<file path="src/rtl/dma_split_pkg.sv">
// Shared constants and types for the DMA read request splitter.
// Assumes chunk sizes are powers of two between 64 and 256 bytes.
package dma_split_pkg;

    localparam int unsigned BASE_CHUNK  = 64;   // smallest chunk and split line
    localparam int unsigned CHUNK_W     = 9;    // holds lengths up to 256
    localparam int unsigned LIM_FIELD_W = 4;    // width of the pending-limit field

    typedef enum logic [1:0] {
        SZ_64   = 2'd0,
        SZ_128  = 2'd1,
        SZ_256  = 2'd2,
        SZ_256B = 2'd3
    } chunk_sel_e;

    typedef enum logic {
        ST_IDLE = 1'b0,
        ST_RUN  = 1'b1
    } xfer_state_e;

    typedef struct packed {
        logic [1:0]             size_sel;
        logic                   split_en;
        logic [LIM_FIELD_W-1:0] pend_lim;
    } split_cfg_t;

endpackage

</file>
<file path="src/rtl/dma_cfg_decode.sv">
// Decodes a captured configuration word into the maximum chunk size,
// the split-mode qualifier and the effective pending-read limit.
// Assumes MAX_PEND fits in CNT_W bits.
module dma_cfg_decode
    import dma_split_pkg::*;
#(
    parameter int unsigned MAX_PEND = 12,
    parameter int unsigned CNT_W    = $clog2(MAX_PEND + 1)
) (
    input  split_cfg_t         cfg,
    output logic [CHUNK_W-1:0] max_bytes,
    output logic               split128,
    output logic [CNT_W-1:0]   lim_eff
);

    // Map the size select onto a byte count.
    always_comb begin
        unique case (cfg.size_sel)
            SZ_64:   max_bytes = CHUNK_W'(BASE_CHUNK);
            SZ_128:  max_bytes = CHUNK_W'(2 * BASE_CHUNK);
            default: max_bytes = CHUNK_W'(4 * BASE_CHUNK);
        endcase
    end

    // Split mode only matters for the 128-byte size.
    always_comb split128 = cfg.split_en && (cfg.size_sel == SZ_128);

    // Clamp the limit field into 1..MAX_PEND.
    always_comb begin
        if (cfg.pend_lim == '0)
            lim_eff = CNT_W'(1);
        else if (32'(cfg.pend_lim) > MAX_PEND)
            lim_eff = CNT_W'(MAX_PEND);
        else
            lim_eff = CNT_W'(cfg.pend_lim);
    end

endmodule

</file>
<file path="src/rtl/dma_chunk_calc.sv">
// Works out the length of the next request from the low address bits,
// the bytes still to request and the decoded chunk settings.
// Assumes LEN_W > CHUNK_W and that max_bytes is 64, 128 or 256.
module dma_chunk_calc
    import dma_split_pkg::*;
#(
    parameter int unsigned LEN_W = 16
) (
    input  logic [7:0]         addr_lo,
    input  logic [LEN_W-1:0]   remain,
    input  logic [CHUNK_W-1:0] max_bytes,
    input  logic               split128,
    output logic [CHUNK_W-1:0] chunk_len
);

    logic [CHUNK_W-1:0] bnd;
    logic [CHUNK_W-1:0] bnd_mask;
    logic [CHUNK_W-1:0] bnd_off;
    logic [CHUNK_W-1:0] to_bnd;

    // Pick the boundary: the 64-byte line when split mode meets an unaligned address.
    always_comb begin
        if (split128 && (addr_lo[6:0] != 7'd0))
            bnd = CHUNK_W'(BASE_CHUNK);
        else
            bnd = max_bytes;
    end

    // Distance from the address to the next boundary.
    always_comb begin
        bnd_mask = bnd - CHUNK_W'(1);
        bnd_off  = {1'b0, addr_lo} & bnd_mask;
        to_bnd   = bnd - bnd_off;
    end

    // Clip the distance by the bytes still to request.
    always_comb begin
        if (LEN_W'(to_bnd) > remain)
            chunk_len = remain[CHUNK_W-1:0];
        else
            chunk_len = to_bnd;
    end

endmodule

</file>
<file path="src/rtl/dma_pend_tracker.sv">
// Counts requests that were granted but not yet completed and flags when
// the count has reached the effective limit.
// Assumes the caller never issues while at_limit is high.
module dma_pend_tracker #(
    parameter int unsigned MAX_PEND = 12,
    parameter int unsigned CNT_W    = $clog2(MAX_PEND + 1)
) (
    input  logic             clk,
    input  logic             rst_n,
    input  logic             issue,
    input  logic             retire,
    input  logic [CNT_W-1:0] lim_eff,
    output logic [CNT_W-1:0] count,
    output logic             at_limit
);

    logic retire_ok;

    // A completion with nothing outstanding is dropped.
    always_comb retire_ok = retire && (count != '0);

    // Up/down count of outstanding requests.
    always_ff @(posedge clk) begin
        if (!rst_n)
            count <= '0;
        else begin
            unique case ({issue, retire_ok})
                2'b10:   count <= count + CNT_W'(1);
                2'b01:   count <= count - CNT_W'(1);
                default: count <= count;
            endcase
        end
    end

    // Compare against the ceiling.
    always_comb at_limit = (count >= lim_eff);

    AST_PEND_CAP: assert property (@(posedge clk) disable iff (!rst_n)
        count <= lim_eff);
    AST_ISSUE_GATED: assert property (@(posedge clk) disable iff (!rst_n)
        issue |-> (count < lim_eff));
    AST_RETIRE_STEP: assert property (@(posedge clk) disable iff (!rst_n)
        (retire && !issue && count != '0) |=> (count == $past(count) - CNT_W'(1)));

endmodule

</file>
<file path="src/rtl/dma_rd_splitter.sv">
// Top of the DMA read request splitter. Captures a transfer on start,
// offers one request at a time, advances on grant and finishes with a
// done pulse when all bytes are requested and all requests completed.
// Assumes ADDR_W >= 8 and LEN_W > 9.
module dma_rd_splitter
    import dma_split_pkg::*;
#(
    parameter int unsigned ADDR_W   = 32,
    parameter int unsigned LEN_W    = 16,
    parameter int unsigned MAX_PEND = 12
) (
    input  logic               clk,
    input  logic               rst_n,
    input  logic               start,
    input  logic [ADDR_W-1:0]  start_addr,
    input  logic [LEN_W-1:0]   start_len,
    input  logic [1:0]         cfg_size_sel,
    input  logic               cfg_split_en,
    input  logic [3:0]         cfg_pend_lim,
    output logic               req_valid,
    input  logic               req_grant,
    output logic [ADDR_W-1:0]  req_addr,
    output logic [CHUNK_W-1:0] req_len,
    input  logic               cpl,
    output logic               idle,
    output logic               done
);

    localparam int unsigned CNT_W = $clog2(MAX_PEND + 1);

    xfer_state_e         state_q;
    logic [ADDR_W-1:0]   addr_q;
    logic [LEN_W-1:0]    rem_q;
    split_cfg_t          cfg_q;
    logic                launch;
    logic                fire;
    logic [CHUNK_W-1:0]  max_bytes;
    logic                split128;
    logic [CNT_W-1:0]    lim_eff;
    logic [CHUNK_W-1:0]  chunk_len;
    logic [CNT_W-1:0]    pend_cnt;
    logic                at_limit;

    // Accept a start only between transfers.
    always_comb launch = start && (state_q == ST_IDLE);

    // Transfer state: idle until launch, back to idle on done.
    always_ff @(posedge clk) begin
        if (!rst_n)
            state_q <= ST_IDLE;
        else if (launch)
            state_q <= ST_RUN;
        else if (done)
            state_q <= ST_IDLE;
    end

    // Capture configuration for the whole transfer.
    always_ff @(posedge clk) begin
        if (!rst_n)
            cfg_q <= '0;
        else if (launch)
            cfg_q <= '{size_sel: cfg_size_sel, split_en: cfg_split_en, pend_lim: cfg_pend_lim};
    end

    // Current address and remaining bytes, advanced by each granted request.
    always_ff @(posedge clk) begin
        if (!rst_n) begin
            addr_q <= '0;
            rem_q  <= '0;
        end else if (launch) begin
            addr_q <= start_addr;
            rem_q  <= start_len;
        end else if (fire) begin
            addr_q <= addr_q + ADDR_W'(chunk_len);
            rem_q  <= rem_q - LEN_W'(chunk_len);
        end
    end

    dma_cfg_decode #(
        .MAX_PEND (MAX_PEND),
        .CNT_W    (CNT_W)
    ) u_cfg (
        .cfg       (cfg_q),
        .max_bytes (max_bytes),
        .split128  (split128),
        .lim_eff   (lim_eff)
    );

    dma_chunk_calc #(
        .LEN_W (LEN_W)
    ) u_calc (
        .addr_lo   (addr_q[7:0]),
        .remain    (rem_q),
        .max_bytes (max_bytes),
        .split128  (split128),
        .chunk_len (chunk_len)
    );

    dma_pend_tracker #(
        .MAX_PEND (MAX_PEND),
        .CNT_W    (CNT_W)
    ) u_pend (
        .clk      (clk),
        .rst_n    (rst_n),
        .issue    (fire),
        .retire   (cpl),
        .lim_eff  (lim_eff),
        .count    (pend_cnt),
        .at_limit (at_limit)
    );

    // Offer a request while bytes remain and the ceiling allows it.
    always_comb begin
        req_valid = (state_q == ST_RUN) && (rem_q != '0) && !at_limit;
        req_addr  = addr_q;
        req_len   = chunk_len;
        fire      = req_valid && req_grant;
    end

    // Status outputs.
    always_comb begin
        idle = (state_q == ST_IDLE);
        done = (state_q == ST_RUN) && (rem_q == '0) && (pend_cnt == '0);
    end

    AST_IDLE_QUIET: assert property (@(posedge clk) disable iff (!rst_n)
        idle |-> (!req_valid && !done));
    AST_HOLD_REQ: assert property (@(posedge clk) disable iff (!rst_n)
        (req_valid && !req_grant) |=> (req_valid && $stable(req_addr) && $stable(req_len)));
    AST_LEN_BOUND: assert property (@(posedge clk) disable iff (!rst_n)
        req_valid |-> (req_len != '0 && req_len <= max_bytes));
    AST_SPLIT_LINE: assert property (@(posedge clk) disable iff (!rst_n)
        (req_valid && cfg_q.split_en && cfg_q.size_sel == SZ_128 && req_addr[6:0] != 7'd0)
        |-> (({4'd0, req_addr[5:0]} + {1'b0, req_len}) <= 10'd64));
    AST_DONE_THEN_IDLE: assert property (@(posedge clk) disable iff (!rst_n)
        done |=> (idle && !done));
    AST_LIM_RANGE: assert property (@(posedge clk) disable iff (!rst_n)
        (lim_eff != '0) && (32'(lim_eff) <= MAX_PEND));

endmodule

</file>
<file path="config.mk">
export PLATFORM = sky130hd
export DESIGN_NAME = dma_rd_splitter
export DESIGN_NICKNAME = d
export VERILOG_FILES = /design/src/rtl/dma_split_pkg.sv /design/src/rtl/dma_cfg_decode.sv /design/src/rtl/dma_chunk_calc.sv /design/src/rtl/dma_pend_tracker.sv /design/src/rtl/dma_rd_splitter.sv
export SDC_FILE = /design/constraint.sdc
export NUM_CORES = 1
export LEC_CHECK = 0
export BUFFER_PORTS_ARGS = -buffer_cell sky130_fd_sc_hd__buf_4
export CAP_MARGIN = 20
export CORE_ASPECT_RATIO = 1.2
export CORE_MARGIN = 3
export CORE_UTILIZATION = 56
export CTS_CLUSTER_SIZE = 12
export DETAILED_ROUTE_END_ITERATION = 8
export PLACE_DENSITY = 0.8
export SLEW_MARGIN = 20
export SYNTH_ARGS = -nofsm -noshare
export SYNTH_HDL_FRONTEND = slang
export SYNTH_SLANG_ARGS = --single-unit
</file>
<file path="constraint.sdc">
create_clock -name clk -period 5.7 [get_ports clk]
set_clock_uncertainty 0.15 [all_clocks]
set_input_delay 0.57 -clock clk [delete_from_list [all_inputs] [get_ports clk]]
set_output_delay 0.57 -clock clk [all_outputs]
set_load 0.03 [all_outputs]
</file>
==> impl_metrics.toml <==
[outcome]
status = "completed"

[synth]
synth_top_area_frac = 0.2556
syn_nets = 716
postSynthAreaPerCell_um2 = 7.617
synthTopCellsByCount = "nand2_1, dfxtp_1, a21oi_1, o21ai_0, nor2_1"
yosysWarnings = 0
ys_seq_area_frac = 0.2556
netlist_top_cells_area = "dfxtp_1, ha_1, nand2_1, a21oi_1, o21ai_0"
synth_most_common_cell = "nand2_1"
synth.largest_area_cell = "dfxtp_1"
async_flop_share = 0
synth_edf_count = 0
synth_seq_cells = 60
syn_area_um2 = 4700
synth.distinct_cells = 61
synth_flop_cell = "dfxtp_1"
syn_inst = 617

[floorplanning]
design.portCount = 104
dieArea_um2 = 9532
core_um2 = 7926
die_y_um = 106.4
start_util = 0.5929
die_x_um = 89.63
row_count = 35

[grt]
grt_antenna_before_repair = 0
grt_use_total = 0.3079
grt_max_degree = 77
grt_pass1_vias = 4862
grt_first_pass_wirelength_um = 23400
grt_overflow = 0

[timing]
hold_viol_final = 0
finalCritPeriodShare = 0.9435
maxSlewViolCount = 0
worst_pin_slew_ps = 768.7
period_needed_ps = 5378
fmax_mhz = 186.0
slew_headroom = 0.4868
finalSetupViolations = 0
rsz0062_at_grt = "no"
tns_ps = 0

[routing]
routed_wl_um = 14560
via_count = 5171
ant_nets = 0
avgViaCountPerCell = 6.230
wl_per_cell_um = 17.54
drc_errors = 0
dr.first_iter.drc_count = 351
drt-pass1-iter-count = 5

[power]
p_int_uw = 1271
p_switching_uw = 1027
p_sw_frac = 0.4470
peakVddDrop_mv = 0.2342
seq_power_share = 0.239
powerDensity_nw_per_um2 = 389.3
leakage_uw = 0.002419
p_clk_frac = 0.191
combPwrFrac = 0.570

[cells_and_area]
num-nets-final = 813
fill_cells = 626
drive_above_1_share = 0.2462
syn_to_final_growth_pct = 25.59
diodes = 0
seq_area_um2 = 1207
multi_input_area_um2 = 3366
layout.cells.non_filler = 830

[cts]
cts_root_buffer = "clkbuf_8"
cts_tree = "done"
cts.sinks = 60
htree_levels = 3
ctsHoldBuffers = 0
max-clock-path-buffers = 2
cts_buffers = 9
clk_latency_ps = 350
cts.clk_slew.worst_paths_ps = 70

[run]
maxCapViolCount = 0

[placement]
dp.cells = 814
gp_congestion = 0.9544
port_buffers = 103
hpwl_um = 10580

[worst_setup_path]
endpoint = "req_addr[11]"
arrival_ps = 5480
reg2reg_depth = 23
end_kind = "register"
critPathMaxFanout = 7
start_kind = "register"
r2r-end = "req_addr[11]"
reg2reg_from = "req_addr[1]"
crit_start = "req_addr[1]"
critPathRequiredTime_ps = 5800
worstSetupPathType = "register to register"
reg2reg_slack_ps = 320

[hold_path]
hold_class = "input pin to register"
per-layer routing:
metal	up-vias	wire [um]	track usage	share of wire
li1	2513	-	-	-
met1	2394	5886	0.3893	0.40
met2	227	7136	0.5042	0.49
met3	37	1122	0.06202	0.077
met4	0	414	0.1181	0.028
met5	-	0	0	0
cells in the final DEF, fill, tap and decap left out, types with 8 or more instances in the layout:
master	n
a211oi_1	9
nand4_1	11
or3_1	11
a311oi_1	9
buf_4	116
nor3_1	21
inv_1	24
nor2_1	41
nand3_1	24
o21a_1	10
o31ai_1	9
nand2_1	64
dfxtp_1	57
nor4_1	9
o21ai_0	43
o211ai_1	9
ha_1	33
and3_1	10
a31oi_1	14
clkbuf_8	10
mux2i_1	8
a21oi_1	45
how the worst min path moves through the flow:
stage                         start  slack [ps]           end  cells past startpoint
detailed placement         cfg_q[0]         310      cfg_q[0]                      2
floorplan                  cfg_q[4]         290      cfg_q[4]                      2
global placement           cfg_q[4]         290      cfg_q[4]                      2
global route        cfg_pend_lim[1]         320      cfg_q[1]                      3
CTS                  start_addr[19]         290  req_addr[19]                      3
finish               start_addr[19]         300  req_addr[19]                      3
cells by family (layout without fill, tap and decap cells):
logic type                 after synthesis  count (layout)  synth area share
buffers and inverters                   57             159           0.05111
xor gates and xnor gates                11              11           0.02050
muxes                                   18              18           0.04127
DFF                                     60              60            0.2556
AOI/OAI and AO/OA                      191             191            0.2617
and+or+nand+nor                        241             241            0.2612
adders and majority gates               39              39            0.1086
flip-flops by register name, summed over array words and instances (netlist names):
name          cells
req_addr         32
u_pend.count      4
rem_q            16
state_q           1
cfg_q             7
worst max-delay path, stage by stage (launching register included):
cell	delay [ps]
dfxtp_2	400
inv_1	100
ha_2	220
nand2_2	100
nor2_4	50
o21ai_0	170
nor2_1	60
ha_1	360
a21oi_1	100
o2bb2ai_2	220
ha_1	300
nand3_1	100
nor3_1	50
or3_1	310
a31o_2	290
buf_4	180
mux2_4	330
ha_1	300
a211oi_1	90
o21bai_1	260
nand4_1	160
and2_1	220
or4_1	490
a311oi_2	260
power groups by stage:
stage / clock network (uW) / logic [uW] / registers, uW
3_5_place_dp: 0 / 1260 / 549
4_1_cts: 442 / 1270 / 541
6_report: 439 / 1310 / 548
5_1_grt: 462 / 1440 / 557
3_3_place_gp: 0 / 1220 / 547
2_1_floorplan: 0 / 887 / 574
through the flow:
stage	cell area, um^2	hold WS [ps]	setup WS, ps	utilization	power [uW]
after detailed placement	5594	308.2	50.41	0.7058	1808
final	5902	300.0	322.3	0.7446	2297
after global routing	5902	319.4	13.28	0.7446	2461
after global placement	5594	291.8	282.2	0.7058	1768
after floorplan	4713	286.3	46.16	-	1461
after CTS	5812	293.2	25.66	0.7332	2249
cell type report:
| cell class | count | area share |
|---|---|---|
| clock buffers | 12 | 0.02459 |
| clock inverters | 4 | 0.01230 |
| inverters | 27 | 0.01717 |
| multi-input cells | 500 | 0.5703 |
| flip-flops and latches | 60 | 0.2046 |
| well taps | 111 | 0.02353 |
| repair buffers | 116 | 0.1476 |
what timing repair did:
action / 4_1_cts / 5_1_grt
setup buffers: 0 / 0
resized for setup: 0 / 23
endpoints found under the setup margin: 0 / 36
Power figures use the tool's default switching activity.
